<file path="src/rtl/sfc_pkg.sv">
package sfc_pkg;

  typedef enum logic [1:0] {
    OUT_NONE  = 2'b00,
    OUT_DET   = 2'b01,
    OUT_UNDET = 2'b10,
    OUT_FALSE = 2'b11
  } outcome_e;

  typedef enum logic [1:0] {
    CL_IDLE = 2'b00,
    CL_WAIT = 2'b01,
    CL_DONE = 2'b10
  } cls_state_e;

endpackage

</file>
<file path="src/rtl/sfc_trace_pack.sv">
module sfc_trace_pack #(
  parameter int TW = 32,
  parameter int NW = 6,
  localparam int DW = TW * NW
) (
  input  logic [NW-1:0][TW-1:0] words,
  output logic [DW-1:0]         beat
);
  // words[NW-1] lands in the most significant slot
  for (genvar k = 0; k < NW; k++) begin : g_slot
    assign beat[k*TW +: TW] = words[k];
  end
endmodule

</file>
<file path="src/rtl/sfc_crc_engine.sv">
module sfc_crc_engine #(
  parameter int          SW   = 32,
  parameter int          DW   = 192,
  parameter logic [SW-1:0] POLY = 32'h04C11DB7,
  parameter logic [SW-1:0] INIT = 32'hFFFFFFFF
) (
  input  logic          clk,
  input  logic          rst_n,
  input  logic          clr,
  input  logic          en,
  input  logic [DW-1:0] beat,
  output logic [SW-1:0] sig
);

  function automatic logic [SW-1:0] fold(input logic [SW-1:0] c_in,
                                         input logic [DW-1:0] d);
    logic [SW-1:0] c;
    logic          fb;
    c = c_in;
    for (int i = DW - 1; i >= 0; i--) begin
      fb = c[SW-1] ^ d[i];
      c  = {c[SW-2:0], 1'b0};
      if (fb) c = c ^ POLY;
    end
    return c;
  endfunction

  logic [SW-1:0] sig_q;
  logic [SW-1:0] sig_nxt;

  assign sig_nxt = fold(sig_q, beat);

  always_ff @(posedge clk or negedge rst_n) begin
    if (!rst_n)      sig_q <= INIT;
    else if (clr)    sig_q <= INIT;
    else if (en)     sig_q <= sig_nxt;
  end

  assign sig = sig_q;

  p_clear_init_r9: assert property (@(posedge clk) disable iff (!rst_n)
    clr |=> (sig_q == INIT));

  p_hold_idle_r1: assert property (@(posedge clk) disable iff (!rst_n)
    (!en && !clr) |=> $stable(sig_q));

endmodule

</file>
<file path="src/rtl/sfc_classifier.sv">
module sfc_classifier
  import sfc_pkg::*;
#(
  parameter int ALERT_WIN = 4,
  localparam int CW = $clog2(ALERT_WIN + 1)
) (
  input  logic       clk,
  input  logic       rst_n,
  input  logic       clr,
  input  logic       run_en,
  input  logic       mismatch,
  input  logic       alert,
  output logic [1:0] outcome,
  output logic       stop_req
);

  cls_state_e    state_q;
  outcome_e      outc_q;
  logic          stop_q;
  logic [CW-1:0] cnt_q;

  always_ff @(posedge clk or negedge rst_n) begin
    if (!rst_n) begin
      state_q <= CL_IDLE;
      outc_q  <= OUT_NONE;
      stop_q  <= 1'b0;
      cnt_q   <= '0;
    end else if (clr) begin
      state_q <= CL_IDLE;
      outc_q  <= OUT_NONE;
      stop_q  <= 1'b0;
      cnt_q   <= '0;
    end else begin
      unique case (state_q)
        CL_IDLE: begin
          if (run_en) begin
            if (mismatch && alert) begin
              outc_q  <= OUT_DET;
              stop_q  <= 1'b1;
              state_q <= CL_DONE;
            end else if (mismatch) begin
              cnt_q   <= '0;
              state_q <= CL_WAIT;
            end else if (alert) begin
              outc_q  <= OUT_FALSE;
              state_q <= CL_DONE;
            end
          end
        end
        CL_WAIT: begin
          if (alert) begin
            outc_q  <= OUT_DET;
            stop_q  <= 1'b1;
            state_q <= CL_DONE;
          end else if (cnt_q == CW'(ALERT_WIN - 1)) begin
            outc_q  <= OUT_UNDET;
            state_q <= CL_DONE;
          end else begin
            cnt_q <= cnt_q + 1'b1;
          end
        end
        default: ;
      endcase
    end
  end

  assign outcome  = outc_q;
  assign stop_req = stop_q;

  p_outcome_hold_r8: assert property (@(posedge clk) disable iff (!rst_n)
    (outc_q != OUT_NONE && !clr) |=> (outc_q == $past(outc_q)));

  p_stop_det_r4: assert property (@(posedge clk) disable iff (!rst_n)
    stop_q |-> (outc_q == OUT_DET));

  p_win_bound_r5: assert property (@(posedge clk) disable iff (!rst_n)
    cnt_q < CW'(ALERT_WIN));

  p_clear_none_r9: assert property (@(posedge clk) disable iff (!rst_n)
    clr |=> (outc_q == OUT_NONE && !stop_q));

endmodule

</file>
<file path="src/rtl/sig_fault_classifier.sv">
module sig_fault_classifier #(
  parameter int            TW        = 32,
  parameter int            SW        = 32,
  parameter logic [SW-1:0] POLY      = 32'h04C11DB7,
  parameter logic [SW-1:0] INIT      = 32'hFFFFFFFF,
  parameter int            ALERT_WIN = 4
) (
  input  logic          clk,
  input  logic          rst_n,
  input  logic          clr,
  input  logic          run_en,
  input  logic [TW-1:0] trc_pc,
  input  logic [TW-1:0] trc_daddr,
  input  logic [TW-1:0] trc_ddata,
  input  logic [TW-1:0] trc_iaddr,
  input  logic [TW-1:0] trc_rfwd,
  input  logic [TW-1:0] trc_csrwd,
  input  logic [SW-1:0] gold_sig,
  input  logic          alert_minor,
  input  logic          alert_major,
  output logic [SW-1:0] sig_live,
  output logic          sig_mismatch,
  output logic          stop_req,
  output logic [1:0]    outcome
);

  localparam int NW = 6;
  localparam int DW = TW * NW;

  logic [NW-1:0][TW-1:0] words;
  logic [DW-1:0]         beat;
  logic [SW-1:0]         sig;
  logic                  any_alert;

  assign words = {trc_pc, trc_daddr, trc_ddata, trc_iaddr, trc_rfwd, trc_csrwd};

  sfc_trace_pack #(.TW(TW), .NW(NW)) u_pack (
    .words (words),
    .beat  (beat)
  );

  sfc_crc_engine #(.SW(SW), .DW(DW), .POLY(POLY), .INIT(INIT)) u_crc (
    .clk   (clk),
    .rst_n (rst_n),
    .clr   (clr),
    .en    (run_en),
    .beat  (beat),
    .sig   (sig)
  );

  assign sig_live     = sig;
  assign sig_mismatch = run_en && (sig != gold_sig);
  assign any_alert    = alert_minor | alert_major;

  sfc_classifier #(.ALERT_WIN(ALERT_WIN)) u_cls (
    .clk      (clk),
    .rst_n    (rst_n),
    .clr      (clr),
    .run_en   (run_en),
    .mismatch (sig_mismatch),
    .alert    (any_alert),
    .outcome  (outcome),
    .stop_req (stop_req)
  );

endmodule

</file>
<file path="config.mk">
export PLATFORM = sky130hd
export DESIGN_NAME = sig_fault_classifier
export DESIGN_NICKNAME = d
export VERILOG_FILES = /design/src/rtl/sfc_pkg.sv /design/src/rtl/sfc_trace_pack.sv /design/src/rtl/sfc_crc_engine.sv /design/src/rtl/sfc_classifier.sv /design/src/rtl/sig_fault_classifier.sv
export SDC_FILE = /design/constraint.sdc
export NUM_CORES = 1
export LEC_CHECK = 0
export BUFFER_PORTS_ARGS = -buffer_cell sky130_fd_sc_hd__buf_2
export CAP_MARGIN = 20
export CORE_MARGIN = 2
export CORE_UTILIZATION = 53
export CTS_CLUSTER_DIAMETER = 30
export CTS_CLUSTER_SIZE = 40
export DETAILED_ROUTE_END_ITERATION = 8
export PLACE_DENSITY = 0.81
export SKIP_CTS_REPAIR_TIMING = 1
export SLEW_MARGIN = 20
export SYNTH_ARGS = -nofsm -noshare
export SYNTH_HDL_FRONTEND = slang
export SYNTH_SLANG_ARGS = --single-unit
</file>
<file path="constraint.sdc">
create_clock -name clk -period 17.6 [get_ports clk]
set_clock_uncertainty 0.05 [all_clocks]
set_input_delay 3.52 -clock clk [delete_from_list [all_inputs] [get_ports clk]]
set_output_delay 3.52 -clock clk [all_outputs]
set_load 0.01 [all_outputs]
</file>
**Yosys cells after proc, flatten, opt, wreduce, memory -nomap -nowiden**

Index checks and enable logic that the tools add are counted.

- Register bits after elaboration: 40
- RAM bits: 0
- Latch bits: 0
- Memory bits (read-only): 0
- Memories kept: 0
- Bits of input ports: 230

- Muxes and demuxes: 221
- Magnitude comparators: 0
- Divide/modulo/power cells: 0
- Shift operators: 0
- Eq/ne operators: 14
- Bitwise gates (word level): 385
- Reduce and logical (&&, ||, !) cells: 9
- Multiply operators: 0
- Add/sub/neg operators: 1

Operators by type and width:

| operator | count |
|---|---|
| two-way mux 27 bit | 192 |
| inverter 14 bit | 192 |
| XOR 1 bit | 192 |
| two-way mux 32 bit | 2 |
| != test 32 bit | 1 |
| two-way mux 2 bit | 13 |
| two-way mux 3 bit | 6 |
| != test 3 bit, second input constant | 4 |
| != test 3 x 2 -> 1 bit, second input constant | 3 |
| != test 4 x 2 -> 1 bit, second input constant | 2 |
| case mux 2 bit (2 select lines) | 2 |
| AND reduction 4 bit | 2 |
| case mux 3 bit (2 select lines) | 1 |
| AND reduction 6 bit | 1 |
| != test 5 x 2 -> 1 bit, second input constant | 1 |
| AND reduction 5 bit | 1 |
| two-way mux 1 bit | 4 |
| != test 4 bit, second input constant | 1 |
| adder 3 x 1 -> 3 bit, second input constant | 1 |
| == test 3 x 2 -> 1 bit, second input constant | 1 |
| nonzero test 3 bit | 1 |
| == test 2 x 1 -> 1 bit, second input constant | 1 |
| logical AND 1 bit | 2 |
| logical NOT 2 bit | 1 |
| 3 further kinds | 3 |

**Longest topological paths before layout**

- Depth after elaboration: 386
- Mapped depth: 42
- Depth with buffers taken out: 37

**Modules after synthesis**

From an unflattened synthesis, not the netlist that was laid out.

- Cell total of the unflattened synthesis: 2047
- Area total of the unflattened synthesis: 27800.4 um^2

By module, submodules not included:

| module | times used | seq. area each (um^2) | cells an instance | area an instance (um^2) |
|---|---|---|---|---|
| sfc_crc_engine | 1 | 840.8 | 1765 | 25532.0 |
| sfc_trace_pack | 1 | 0.0 | 192 | 1441.4 |
| sfc_classifier | 1 | 200.2 | 46 | 470.5 |
| sig_fault_classifier | 1 | 0.0 | 44 | 356.6 |

**Worst setup path after synthesis**

OpenSTA, ideal clock, no wires.

- Path type: input port to flip-flop
- From: in trc_pc[31]
- To: reg u_crc.sig_q[5] (netlist: u_crc.sig[5])
- Library setup time: 0.082 ns
- Arrival: 18.485 ns
- Stages: 37
- Path slack: -1.017 ns
- Required time: 17.468 ns
- Cell sequence: xor2_1 xnor3_1 xnor3_2 xor2_4 xor3_1 xnor3_1 xnor2_2 xor3_2 xnor2_2 xnor3_1 xnor3_2 xnor3_2 xnor3_1 xnor3_2 xnor3_2 xor2_2 xnor3_2 xnor3_2 xor3_2 xnor3_1 xnor3_2 xnor3_2 xnor3_2 xnor3_2 xnor2_4 xnor3_2 xnor3_2 xnor3_2 xor3_2 xnor3_2 xnor3_1 xnor3_2 xnor2_2 xor2_1 xnor2_1 a21oi_1 or2_1

- Word-level cells in the longest chain between the ends: 248
- Elaborated cells on any way between the ends: 560

RTL lines:

| element | RTL line | text |
|---|---|---|
| start: declaration | sig_fault_classifier.sv:12 | `input logic [TW-1:0] trc_pc,` |
| XOR 1 bit (*) | sfc_crc_engine.sv:21 | `fb = c[SW-1] ^ d[i];` |
| two-way mux 27 bit (*) | sfc_crc_engine.sv:23 | `if (fb) c = c ^ POLY;` |
| two-way mux 27 bit or inverter 14 bit (tied branches) | n/a |  |
| inverter 14 bit (no source line) or two-way mux 27 bit (tied branches) | n/a |  |
| two-way mux 27 bit or inverter 14 bit (tied branches) | n/a |  |
| inverter 14 bit (no source line) or two-way mux 27 bit (tied branches) | n/a |  |
| two-way mux 27 bit | sfc_crc_engine.sv:23 |  |
| two-way mux 27 bit or inverter 14 bit (tied branches) | n/a |  |
| [... 232 more ...] | n/a |  |
| two-way mux 27 bit or inverter 14 bit (tied branches) | n/a |  |
| two-way mux 27 bit | sfc_crc_engine.sv:23 |  |
| inverter 14 bit (no source line) or XOR 1 bit (tied branches) | n/a |  |
| two-way mux 27 bit | sfc_crc_engine.sv:23 |  |
| inverter 14 bit (no source line) or XOR 1 bit (tied branches) | n/a |  |
| two-way mux 27 bit (*) | sfc_crc_engine.sv:23 |  |
| two-way mux 32 bit (*) | sfc_crc_engine.sv:36 | `else if (en) sig_q <= sig_nxt;` |
| two-way mux 32 bit (*) | sfc_crc_engine.sv:35 | `else if (clr) sig_q <= INIT;` |
| end signal: assignment | sfc_crc_engine.sv:36 |  |
| end: declaration | sfc_crc_engine.sv:28 | `logic [SW-1:0] sig_q;` |

Every way passes the cells marked *; elsewhere a longest branch is shown, timed or not. The select of a mux whose other input is x is not followed.
A chain may end at the register's enable or synchronous reset.

**Final worst setup path**

- From: in trc_pc[27]
- To: reg u_crc.sig_q[8] (netlist: u_crc.sig[8])

- Word-level cells in the longest chain between the ends: 241
- Elaborated cells on any way between the ends: 548

RTL lines:

| element | RTL line |
|---|---|
| XOR 1 bit (*) | sfc_crc_engine.sv:21 |
| two-way mux 27 bit (*) | sfc_crc_engine.sv:23 |
| two-way mux 27 bit or inverter 14 bit (tied branches) (3 in a row) | n/a |
| inverter 14 bit (no source line) or two-way mux 27 bit (tied branches) | n/a |
| two-way mux 27 bit | sfc_crc_engine.sv:23 |
| two-way mux 27 bit or inverter 14 bit (tied branches) (4 in a row) | n/a |
| two-way mux 27 bit | sfc_crc_engine.sv:23 |
| inverter 14 bit (no source line) or two-way mux 27 bit (tied branches) | n/a |
| [... 220 more ...] | n/a |
| two-way mux 27 bit or inverter 14 bit (tied branches) | n/a |
| two-way mux 27 bit | sfc_crc_engine.sv:23 |
| inverter 14 bit (no source line) or XOR 1 bit (tied branches) | n/a |
| two-way mux 27 bit | sfc_crc_engine.sv:23 |
| inverter 14 bit (no source line) or XOR 1 bit (tied branches) | n/a |
| two-way mux 27 bit (*) | sfc_crc_engine.sv:23 |
| two-way mux 32 bit (*) | sfc_crc_engine.sv:36 |
| two-way mux 32 bit (*) | sfc_crc_engine.sv:35 |

Marks and branches as above.

==> impl_metrics.ini <==
[floorplanning]
die_x_um = 228
rows = 81
start_util_pct = 53.9
die_h_um = 228
core-area_um2 = 49200
dieArea_um2 = 51800
io_pins = 266

[logic_synthesis]
synthArstFlopShare_pct = 100
synthCells = 1891
ys_seq_area_share_pct = 3.93
yosys_register_bits = 40
syn_area_um2 = 26500
ys_warn_count = 0
synth_nets = 2123
synthDistinctLibCells = 36
synth_edf_count = 0
syn_area_per_cell_um2 = 14.0
synth-main-ff-cell = dfstp_2

[critical_path]
path_class = in2reg
cpMostUsedCell = xnor3_2
cp-endpoint = u_crc.sig[8]
crit_path_start = trc_pc[27]
critical_path_arrival_ps = 17990
critPathMaxStageDelay_ps = 550
end_kind = flip-flop
rr_startpoint = u_crc.sig[26]
critPathSlowestCell = xor3_2
crit_path_max_fanout = 10
rr_worst_depth = 48
cp_data_required_time_ps = 17770
r2r_end = u_crc.sig[8]
cp-start-kind = input port
ff2ff_setup_slack_ps = 2490

[status]
violations = setup timing
status = finished with violations

[clock_network]
htree_num_levels = 2
insertion_delay_ps = 280
cts_tree = yes
path_clk_slew_ps = 60
cts_made_buffers = 5
cts.sinks = 40
cts_root_buffer = clkbuf_16
clockBufferDepth = 2

[global_routing]
overflow = 0
antenna_found_initial = 2
grt_first_pass_wirelength_um = 117000
grt_max_degree = 63
grt_pass1_vias = 19400
grtUsageTotal_pct = 31.0

[sta]
finalHoldViolations = 0
setup_viol = 26
finalCritPeriodShare_pct = 101
slew_viol_final = 0
min_period_ps = 17810
timing_worst_slew_pin_value_ps = 878
fin_ws_ps = -214
fmax_ghz = 0.0561
relSlewSlack_pct = 41.5
rsz0062_at_grt = true

[placement]
port_buffers = 265
gp_congestion = 0.988
dp.cells = 3432
dp_hpwl_um = 71000
dpl_cell_area_um2 = 34200

[finish]
instances_no_fill = 3580
fin_util_pct = 75.7
nNetsFinal = 3146
areaGrowthSynthToFinish_pct = 40.5
final_cell_mix = buf_4, xnor2_1, xnor3_1
layout_commonest_cell = buf_4
final_area_um2 = 37200
drive_gt1_share_pct = 54.8

[route]
totalWireLength_um = 90500
detail_route.wl_per_cell_um = 25.3
drt-initial-drc-count = 1607
drtPass1Iterations = 5
ant_nets = 0
drc_errors = 0
via_per_inst = 5.42
vias = 19400

[job]
cap_violations = 0

[min_path]
hold_path_class = reg2reg
-- per-layer routing --
| layer | track usage (%) | part of all wire, % |
|---|---|---|
| met5 | 0 | 0.030 |
| met4 | 8.39 | 4.6 |
| met2 | 54.8 | 51 |
| met1 | 40.5 | 37 |
| met3 | 3.61 | 7.9 |
-- cell families (layout without fill, tap and decap cells) --
family,count (synthesis),after routing,share of synthesized area (%)
mux,4,4,0.156
other cells,0,1,0
xor+xnor,1699,1699,92.8
compound gates,39,39,0.940
simple gates,83,83,1.64
buf+inv,24,1048,0.420
fa+ha+maj,2,2,0.0945
flops,40,40,3.93
-- worst min-delay path by stage --
stage | from | to | cells past startpoint
after CTS | u_cls.cnt_q[2] | u_cls.cnt_q[2] | 2
after detailed placement | u_cls.cnt_q[2] | u_cls.cnt_q[2] | 2
after global routing | u_cls.stop_req | u_cls.stop_req | 2
after floorplan | u_cls.cnt_q[2] | u_cls.cnt_q[2] | 2
final | u_cls.cnt_q[2] | u_cls.cnt_q[2] | 2
after global placement | u_cls.cnt_q[2] | u_cls.cnt_q[2] | 2
-- metrics by stage --
stage	setup TNS [ps]	hold WS (ps)	worst slack, ps
after floorplan	0	399	5.52
after global placement	-13830	409	-550
after detailed placement	-21480	432	-749
after CTS	-15920	446	-606
after global routing	-11510	480	-493
final	-2720	447	-214
-- worst max-delay path: cells and delay by family --
kind / cells / cell delay, ps
buffers and inverters: 7 / 1200
XOR/XNOR: 35 / 12900
AND/OR/NAND/NOR: 1 / 140
AO/OA/AOI/OAI: 1 / 190
-- Yosys cell counts (9+ instances only) --
cell | number | area (µm²)
nor2_1 | 27 | 101
nand4_1 | 9 | 56.3
clkbuf_1 | 11 | 41.3
dfstp_2 | 32 | 841
a211o_1 | 11 | 96.3
nor2b_1 | 11 | 68.8
xnor2_1 | 732 | 6410
xnor3_2 | 41 | 975
xor2_1 | 238 | 2080
xnor2_2 | 65 | 1060
xor3_1 | 81 | 1930
xor2_2 | 22 | 358
or2_1 | 16 | 100
a21oi_1 | 22 | 110
xnor3_1 | 505 | 11400
-- state kept, by name (all words and copies together) (netlist names) --
signal	count
u_cls.cnt_q	3
u_crc.sig	32
u_cls.outcome	2
u_cls.stop_req	1
u_cls.state_q	2
-- cell type report --
cell class	count	area, µm²
Multi-Input combinational cell	1827	28000
Fill cell	2760	11900
Timing Repair Buffer	1036	7230
Sequential cell	40	1040
Tap cell	664	831
Clock buffer	6	139
Clock inverter	2	15.0
Inverter	4	15.0
Antenna cell	1	2.50
Power is not shown: default switching activity piles up to over one toggle a cycle in this logic, so the estimate is an artifact.
